## src/rtl/cascade_timer_unit.sv

```systemverilog
module cascade_timer_unit #(
  parameter int W = 8
) (
  input  logic           clk,
  input  logic           rst_n,
  input  logic           ctl_we,
  input  logic [2:0]     ctl_addr,
  input  logic [3:0]     ctl_wdata,
  output logic [3:0]     ctl_rdata,
  input  logic           rld_we,
  input  logic [1:0]     rld_idx,
  input  logic [W-1:0]   rld_value,
  input  logic           ext_in0,
  input  logic           ext_in1,
  input  logic           wdt_uf,
  output logic [3:0]     tmr_uf,
  output logic [4*W-1:0] tmr_count,
  output logic           pin_out0,
  output logic           pin_out1,
  output logic           pin_oe0,
  output logic           pin_oe1
);
  logic [3:0] c_ps, c_t2, c_t3, c_t4, c_pin;
  logic [3:0] ps_cnt;
  logic [W-1:0] cnt [4];
  logic [W-1:0] rld [4];
  logic [3:0] arm, tick, en, syn, go;
  logic [2:0] sy0, sy1;
  logic tg0, tg1;

  wire pre_tick = c_ps[3] & (c_ps[2] ? &ps_cnt : &ps_cnt[1:0]);
  wire ev0 = sy0[1] & ~sy0[2];
  wire ev1 = sy1[1] & ~sy1[2];

  always_comb begin
    tick[0] = pre_tick;
    case (c_t2[1:0])
      2'b00:   tick[1] = tmr_uf[0];
      2'b01:   tick[1] = pre_tick;
      2'b10:   tick[1] = ev0;
      default: tick[1] = wdt_uf;
    endcase
    case (c_t3[1:0])
      2'b00:   tick[2] = tmr_uf[1];
      2'b01:   tick[2] = pre_tick;
      default: tick[2] = 1'b0;
    endcase
    case (c_t4[1:0])
      2'b00:   tick[3] = tmr_uf[2];
      2'b01:   tick[3] = pre_tick;
      2'b10:   tick[3] = ev1;
      default: tick[3] = 1'b0;
    endcase
  end

  assign en  = {c_t4[3], c_t3[3], c_t2[3], c_ps[1]};
  assign syn = {1'b0, c_t3[2], 1'b0, c_ps[0]};
  assign go  = en & (arm | ~syn);

  always_comb begin
    case (ctl_addr)
      3'd0:    ctl_rdata = c_ps;
      3'd1:    ctl_rdata = c_t2;
      3'd2:    ctl_rdata = c_t3;
      3'd3:    ctl_rdata = c_t4;
      3'd4:    ctl_rdata = c_pin;
      default: ctl_rdata = 4'b0000;
    endcase
  end

  always_ff @(posedge clk or negedge rst_n) begin
    if (!rst_n) begin
      {c_ps, c_t2, c_t3, c_t4, c_pin} <= '0;
      ps_cnt <= '0;
      sy0 <= '0;
      sy1 <= '0;
      arm <= '0;
      tg0 <= 1'b0;
      tg1 <= 1'b0;
      tmr_uf <= '0;
      for (int i = 0; i < 4; i++) begin
        cnt[i] <= '1;
        rld[i] <= '1;
      end
    end else begin
      if (ctl_we) begin
        case (ctl_addr)
          3'd0: c_ps  <= ctl_wdata;
          3'd1: c_t2  <= ctl_wdata;
          3'd2: c_t3  <= ctl_wdata;
          3'd3: c_t4  <= ctl_wdata;
          3'd4: c_pin <= ctl_wdata;
          default: ;
        endcase
      end
      ps_cnt <= c_ps[3] ? ps_cnt + 4'd1 : 4'd0;
      sy0 <= {sy0[1:0], ext_in0};
      sy1 <= {sy1[1:0], ext_in1};
      arm <= en & (arm | tick);
      tg0 <= tg0 ^ (c_pin[1] ? tmr_uf[1] : tmr_uf[0]);
      tg1 <= tg1 ^ (c_pin[3] ? tmr_uf[3] : tmr_uf[2]);
      for (int i = 0; i < 4; i++) begin
        tmr_uf[i] <= 1'b0;
        if (rld_we && rld_idx == 2'(i)) begin
          rld[i] <= rld_value;
          cnt[i] <= rld_value;
        end else if (go[i] && tick[i]) begin
          if (cnt[i] == '0) begin
            cnt[i] <= rld[i];
            tmr_uf[i] <= 1'b1;
          end else begin
            cnt[i] <= cnt[i] - 1'b1;
          end
        end
      end
    end
  end

  for (genvar g = 0; g < 4; g++) begin : g_out
    assign tmr_count[g*W +: W] = cnt[g];

    assert_hold_R4: assert property (@(posedge clk) disable iff (!rst_n)
      (!en[g] && !(rld_we && rld_idx == 2'(g))) |=> $stable(tmr_count[g*W +: W]));

    assert_uf_reload_R3: assert property (@(posedge clk) disable iff (!rst_n)
      tmr_uf[g] |-> tmr_count[g*W +: W] == rld[g]);
  end

  assign pin_out0 = tg0;
  assign pin_out1 = tg1;
  assign pin_oe0  = c_pin[0];
  assign pin_oe1  = c_pin[2];

  assert_tick_gap_R1: assert property (@(posedge clk) disable iff (!rst_n)
    pre_tick |=> !pre_tick);

  assert_ps_restart_R2: assert property (@(posedge clk) disable iff (!rst_n)
    $rose(c_ps[3]) |-> ps_cnt == 4'd0);

  assert_t3_dead_R6: assert property (@(posedge clk) disable iff (!rst_n)
    (c_t3[1] && !(rld_we && rld_idx == 2'd2)) |=> $stable(tmr_count[2*W +: W]));

  assert_pin_toggle_R10: assert property (@(posedge clk) disable iff (!rst_n)
    (pin_out0 != $past(pin_out0)) |-> $past(c_pin[1] ? tmr_uf[1] : tmr_uf[0]));
endmodule

```

## config.mk

```make
export PLATFORM = sky130hd
export DESIGN_NAME = cascade_timer_unit
export DESIGN_NICKNAME = d
export VERILOG_FILES = /design/src/rtl/cascade_timer_unit.sv
export SDC_FILE = /design/constraint.sdc
export NUM_CORES = 1
export LEC_CHECK = 0
export CAP_MARGIN = 20
export CORE_UTILIZATION = 40
export DETAILED_ROUTE_END_ITERATION = 6
export PLACE_DENSITY = 0.71
export SLEW_MARGIN = 40
export SYNTH_ARGS = -nofsm -noshare
export SYNTH_HDL_FRONTEND = slang
export SYNTH_SLANG_ARGS = --single-unit
```

## constraint.sdc

```tcl
create_clock -name clk -period 1.91 [get_ports clk]
set_input_delay 0.4775 -clock clk [delete_from_list [all_inputs] [get_ports clk]]
set_output_delay 0.4775 -clock clk [all_outputs]
set_load 0.03 [all_outputs]
```

==> results by group <==
Floorplanning
  – IO Pins: 68
  – Placeable Area: between 0.01 and 0.015 mm²
  – Row count: 41
  – Die X: 117.5 µm
  – Die span in y: 117.5 µm
  – Starting density of the core: a little over 40%
  – Full die area: roughly 0.014 mm²

Synthesis
  – YS warnings: 0
  – Main synth FF type: dfstp_2
  – Cell taking the most area after synthesis: dfstp_2
  – Top cells by area, synth: dfstp_2, dfrtp_1, nand2_1
  – Syn Inst Count: 523
  – Synth async-reset ratio: 100.0%
  – Synthesized flop and latch total: 102
  – Syn_area_per_cell: 10.20 µm²
  – Yosys top cell area share: 31.53%
  – Cell variety after synth: 70
  – Post-Syn Area: 0.005334 mm²
  – Post-Syn Nets: ~560
  – Post-synthesis sequential area ratio: 49.35%
  – Post-synth EDFFs: 0

STA
  – Setup ws final: -82.94 ps
  – Final Max Slew Viols: 0
  – Slew @ Worst Pin: 692.6 ps
  – Maximum operating frequency: 501.8 MHz
  – Final Hold Viols: 0
  – Slew margin rel.: 53.47%
  – Clk_skew: just under 8 ps
  – Final setup vio count: 2
  – RSZ-0062 raised after global routing: true
  – Setup TNS: -134.3 ps
  – Min Tclk post-route: 1993 ps
  – Final cycle utilization of the critical path: 104.3%

Pwr
  – Pwr Total: 8104 µW
  – Maximum resistive drop on vdd: 0.7526 mV
  – Lkg Pwr: 0.003214 µW
  – Power Density: 1160 mW/mm²

Worst setup path
  – Setup crit start: c_ps[0]$_DFFE_PN0P_
  – WS Path Type: reg2out
  – Crit-path max FO: 2
  – Worst reg2reg path depth: 7
  – Critical-path cell list: mux4_2, inv_2, o21ai_1, buf_4
  – CP Launch Type: flip-flop
  – Reg-to-reg startpoint: tmr_count[16]$_DFFE_PN1P_
  – CP max stage cell: mux4_2
  – CP max stage delay: 470 ps
  – Worst Setup End Kind: output port
  – Worst r2r dst: tmr_count[22]$_DFFE_PN1P_
  – Worst reg2reg setup slack: 80 ps
  – Crit path DAT: 1520 ps
  – Required @ worst endpoint: 1430 ps

Hold path
  – Min-Delay Path Class: in2async

Clocking
  – CTS tree: built
  – Hold-fix buffers at CTS: 0
  – Skew-Pair Late Insertion Delay: 350 ps
  – H-tree depth: 3
  – Worst-path clk slew: 70 ps
  – Clk sinks: roughly 100
  – CTS buffer count: 9
  – Root Buffer Master: clkbuf_16
  – CTS Buffer Depth: 2

Global routing
  – Largest net degree at the start of global routing: about 100
  – Vias in the first global route: 4517
  – Overflow after GRT: 0
  – Tot GR Track Use: between 20% and 30%
  – First-pass GRT wire length: 23150 µm
  – Initial antenna violation count: 0

Place
  – DP Area: 0.006610 mm²
  – Port Buffers: 67
  – Hpwl dp: between 9000 and 10000 µm
  – Final Wtd Congestion: 0.9020

Layout
  – Share of layout cells above drive strength 1: 32.11%
  – Synth-to-layout area growth: 30.92%
  – Fill cells: 1145
  – Final Cell Area: 0.006983 mm²
  – Footprint of the multi-input gates: 0.002634 mm²
  – Ant diodes: 0
  – Final nets: 682
  – Register area: 0.002633 mm²

Drt
  – DRT iter0 DRCs: between 300 and 400
  – ANT nets after route: 0
  – Final WL: 13990 µm
  – DR pass1 iterations: 5
  – DRC viols: 0
  – Vias per cell: 5.490
  – Via Count: 4535
  – Routed WL per cell: 16.94 µm

Status
  – Status: complete, but fails checks
  – Failing checks: negative setup slack

Job
  – Max cap viols: 0
through the flow:
step                std cells  util (%)  worst slack, ps  hold WS, ps
CTS                       824     53.71           -99.18        205.3
global route              826     54.45           -130.5        221.9
floorplan                 523         -            20.29        181.9
detailed placement        803     51.54           -827.1        337.1
global placement          803     51.54           -792.2        334.7
finish                    826     54.45           -82.94        140.7
report_power, final:
part / internal [µW] / switching, µW / total, µW
clock network: 922 / 776 / 1700
logic: 1410 / 1750 / 3160
registers: 2820 / 428 / 3250
total: 5150 / 2950 / 8100
worst max-delay path: cells and delay by family, from the launching register on:
family | cells | cell delay [ps]
AOI/OAI and AO/OA | 1 | 50
DFF | 1 | 410
buffers and inverters | 2 | 230
muxes | 1 | 470
layer usage:
metal	vias up	track usage [%]	share of wire [%]
met2	135	34.21	48
met1	2238	28.08	45
li1	2136	-	-
met4	0	8.574	2.5
met5	-	0	0
met3	26	3.924	4.7
synth_stat cells, drive strengths merged (4+ instances only):
cell,number
o221ai,16
a22oi,4
mux2,22
inv,24
buf,4
and3b,4
and2,5
nand3,8
o21ai,24
or3,6
ha,9
nor4,4
dfstp,64
a21oi,9
nor2,19
mux2i,18
o31ai,4
clkbuf,15
dfrtp,38
a31oi,7
nand4,4
nor3b,10
nor2b,9
nor3,10
nand2,106
o21a,4
xor2,7
o211ai,13
xnor2,7
sequential cells by signal (all words and copies together) (netlist names), 4 cells and up:
| signal | count |
|---|---|
| c_pin | 4 |
| c_ps | 4 |
| c_t2 | 4 |
| c_t3 | 4 |
| c_t4 | 4 |
| ps_cnt | 4 |
| rld | 32 |
| tmr_count | 32 |
| tmr_uf | 4 |
cells by family after synthesis:
family	Yosys count	synth area share (%)
flip-flops	102	49.35
multiplexers	42	8.937
adder cells (fa/ha/maj)	9	2.111
buffers and inverters	43	3.214
XOR/XNOR	14	2.299
AO/OA/AOI/OAI	106	14.52
AND/OR/NAND/NOR	207	19.56
what timing repair did:
item	4_1_cts	5_1_grt
resized for setup	74	27
setup buffers	3	2
endpoints found under the setup margin	49	32
cloned	2	0
pin swaps	0	5
worst max path at each step:
stage / cells past startpoint / endpoint
final: 4 / ctl_rdata[0]
after CTS: 4 / ctl_rdata[0]
after global placement: 5 / ctl_rdata[3]
after global routing: 4 / ctl_rdata[0]
after floorplan: 4 / ctl_rdata[3]
after detailed placement: 7 / ctl_rdata[1]
cell usage in the layout (no fill, tap or decap), types with 4 or more instances in the layout:
cell | Yosys | layout
o21ai_0 | 21 | 17
dfstp_2 | 64 | 64
a21oi_1 | 9 | 8
o211ai_2 | 4 | 4
ha_1 | 9 | 7
mux2i_1 | 18 | 17
nand3_1 | 8 | 7
nand4_1 | 4 | 4
nor2b_1 | 9 | 8
dfrtp_1 | 38 | 38
dlygate4sd2_1 | 0 | 32
nand2_1 | 106 | 106
nor2_1 | 19 | 19
inv_1 | 24 | 21
o21a_1 | 4 | 4
nor3b_1 | 9 | 6
a31oi_1 | 7 | 7
xnor2_1 | 7 | 7
buf_2 | 2 | 4
dlymetal6s2s_1 | 0 | 4
a22oi_1 | 4 | 4
buf_4 | 0 | 64
o221ai_1 | 15 | 15
mux2_2 | 22 | 22
and2_1 | 5 | 5
buf_6 | 1 | 4
o31ai_1 | 4 | 4
o21ai_1 | 3 | 4
nor3_1 | 10 | 10
clkdlybuf4s50_1 | 0 | 21
or3_1 | 6 | 4
o211ai_1 | 9 | 9
and3b_1 | 4 | 4
clkbuf_16 | 0 | 9
xor2_1 | 7 | 7
cell type report:
class / instances / share of cell area [%]
well taps: 172 / 3.082
repair buffers: 134 / 16.34
flip-flops and latches: 102 / 37.70
clock buffers: 13 / 3.584
clock inverters: 3 / 0.2867
inverters: 24 / 1.290
multi-input cells: 378 / 37.72
(Power assumes the default switching activity.)
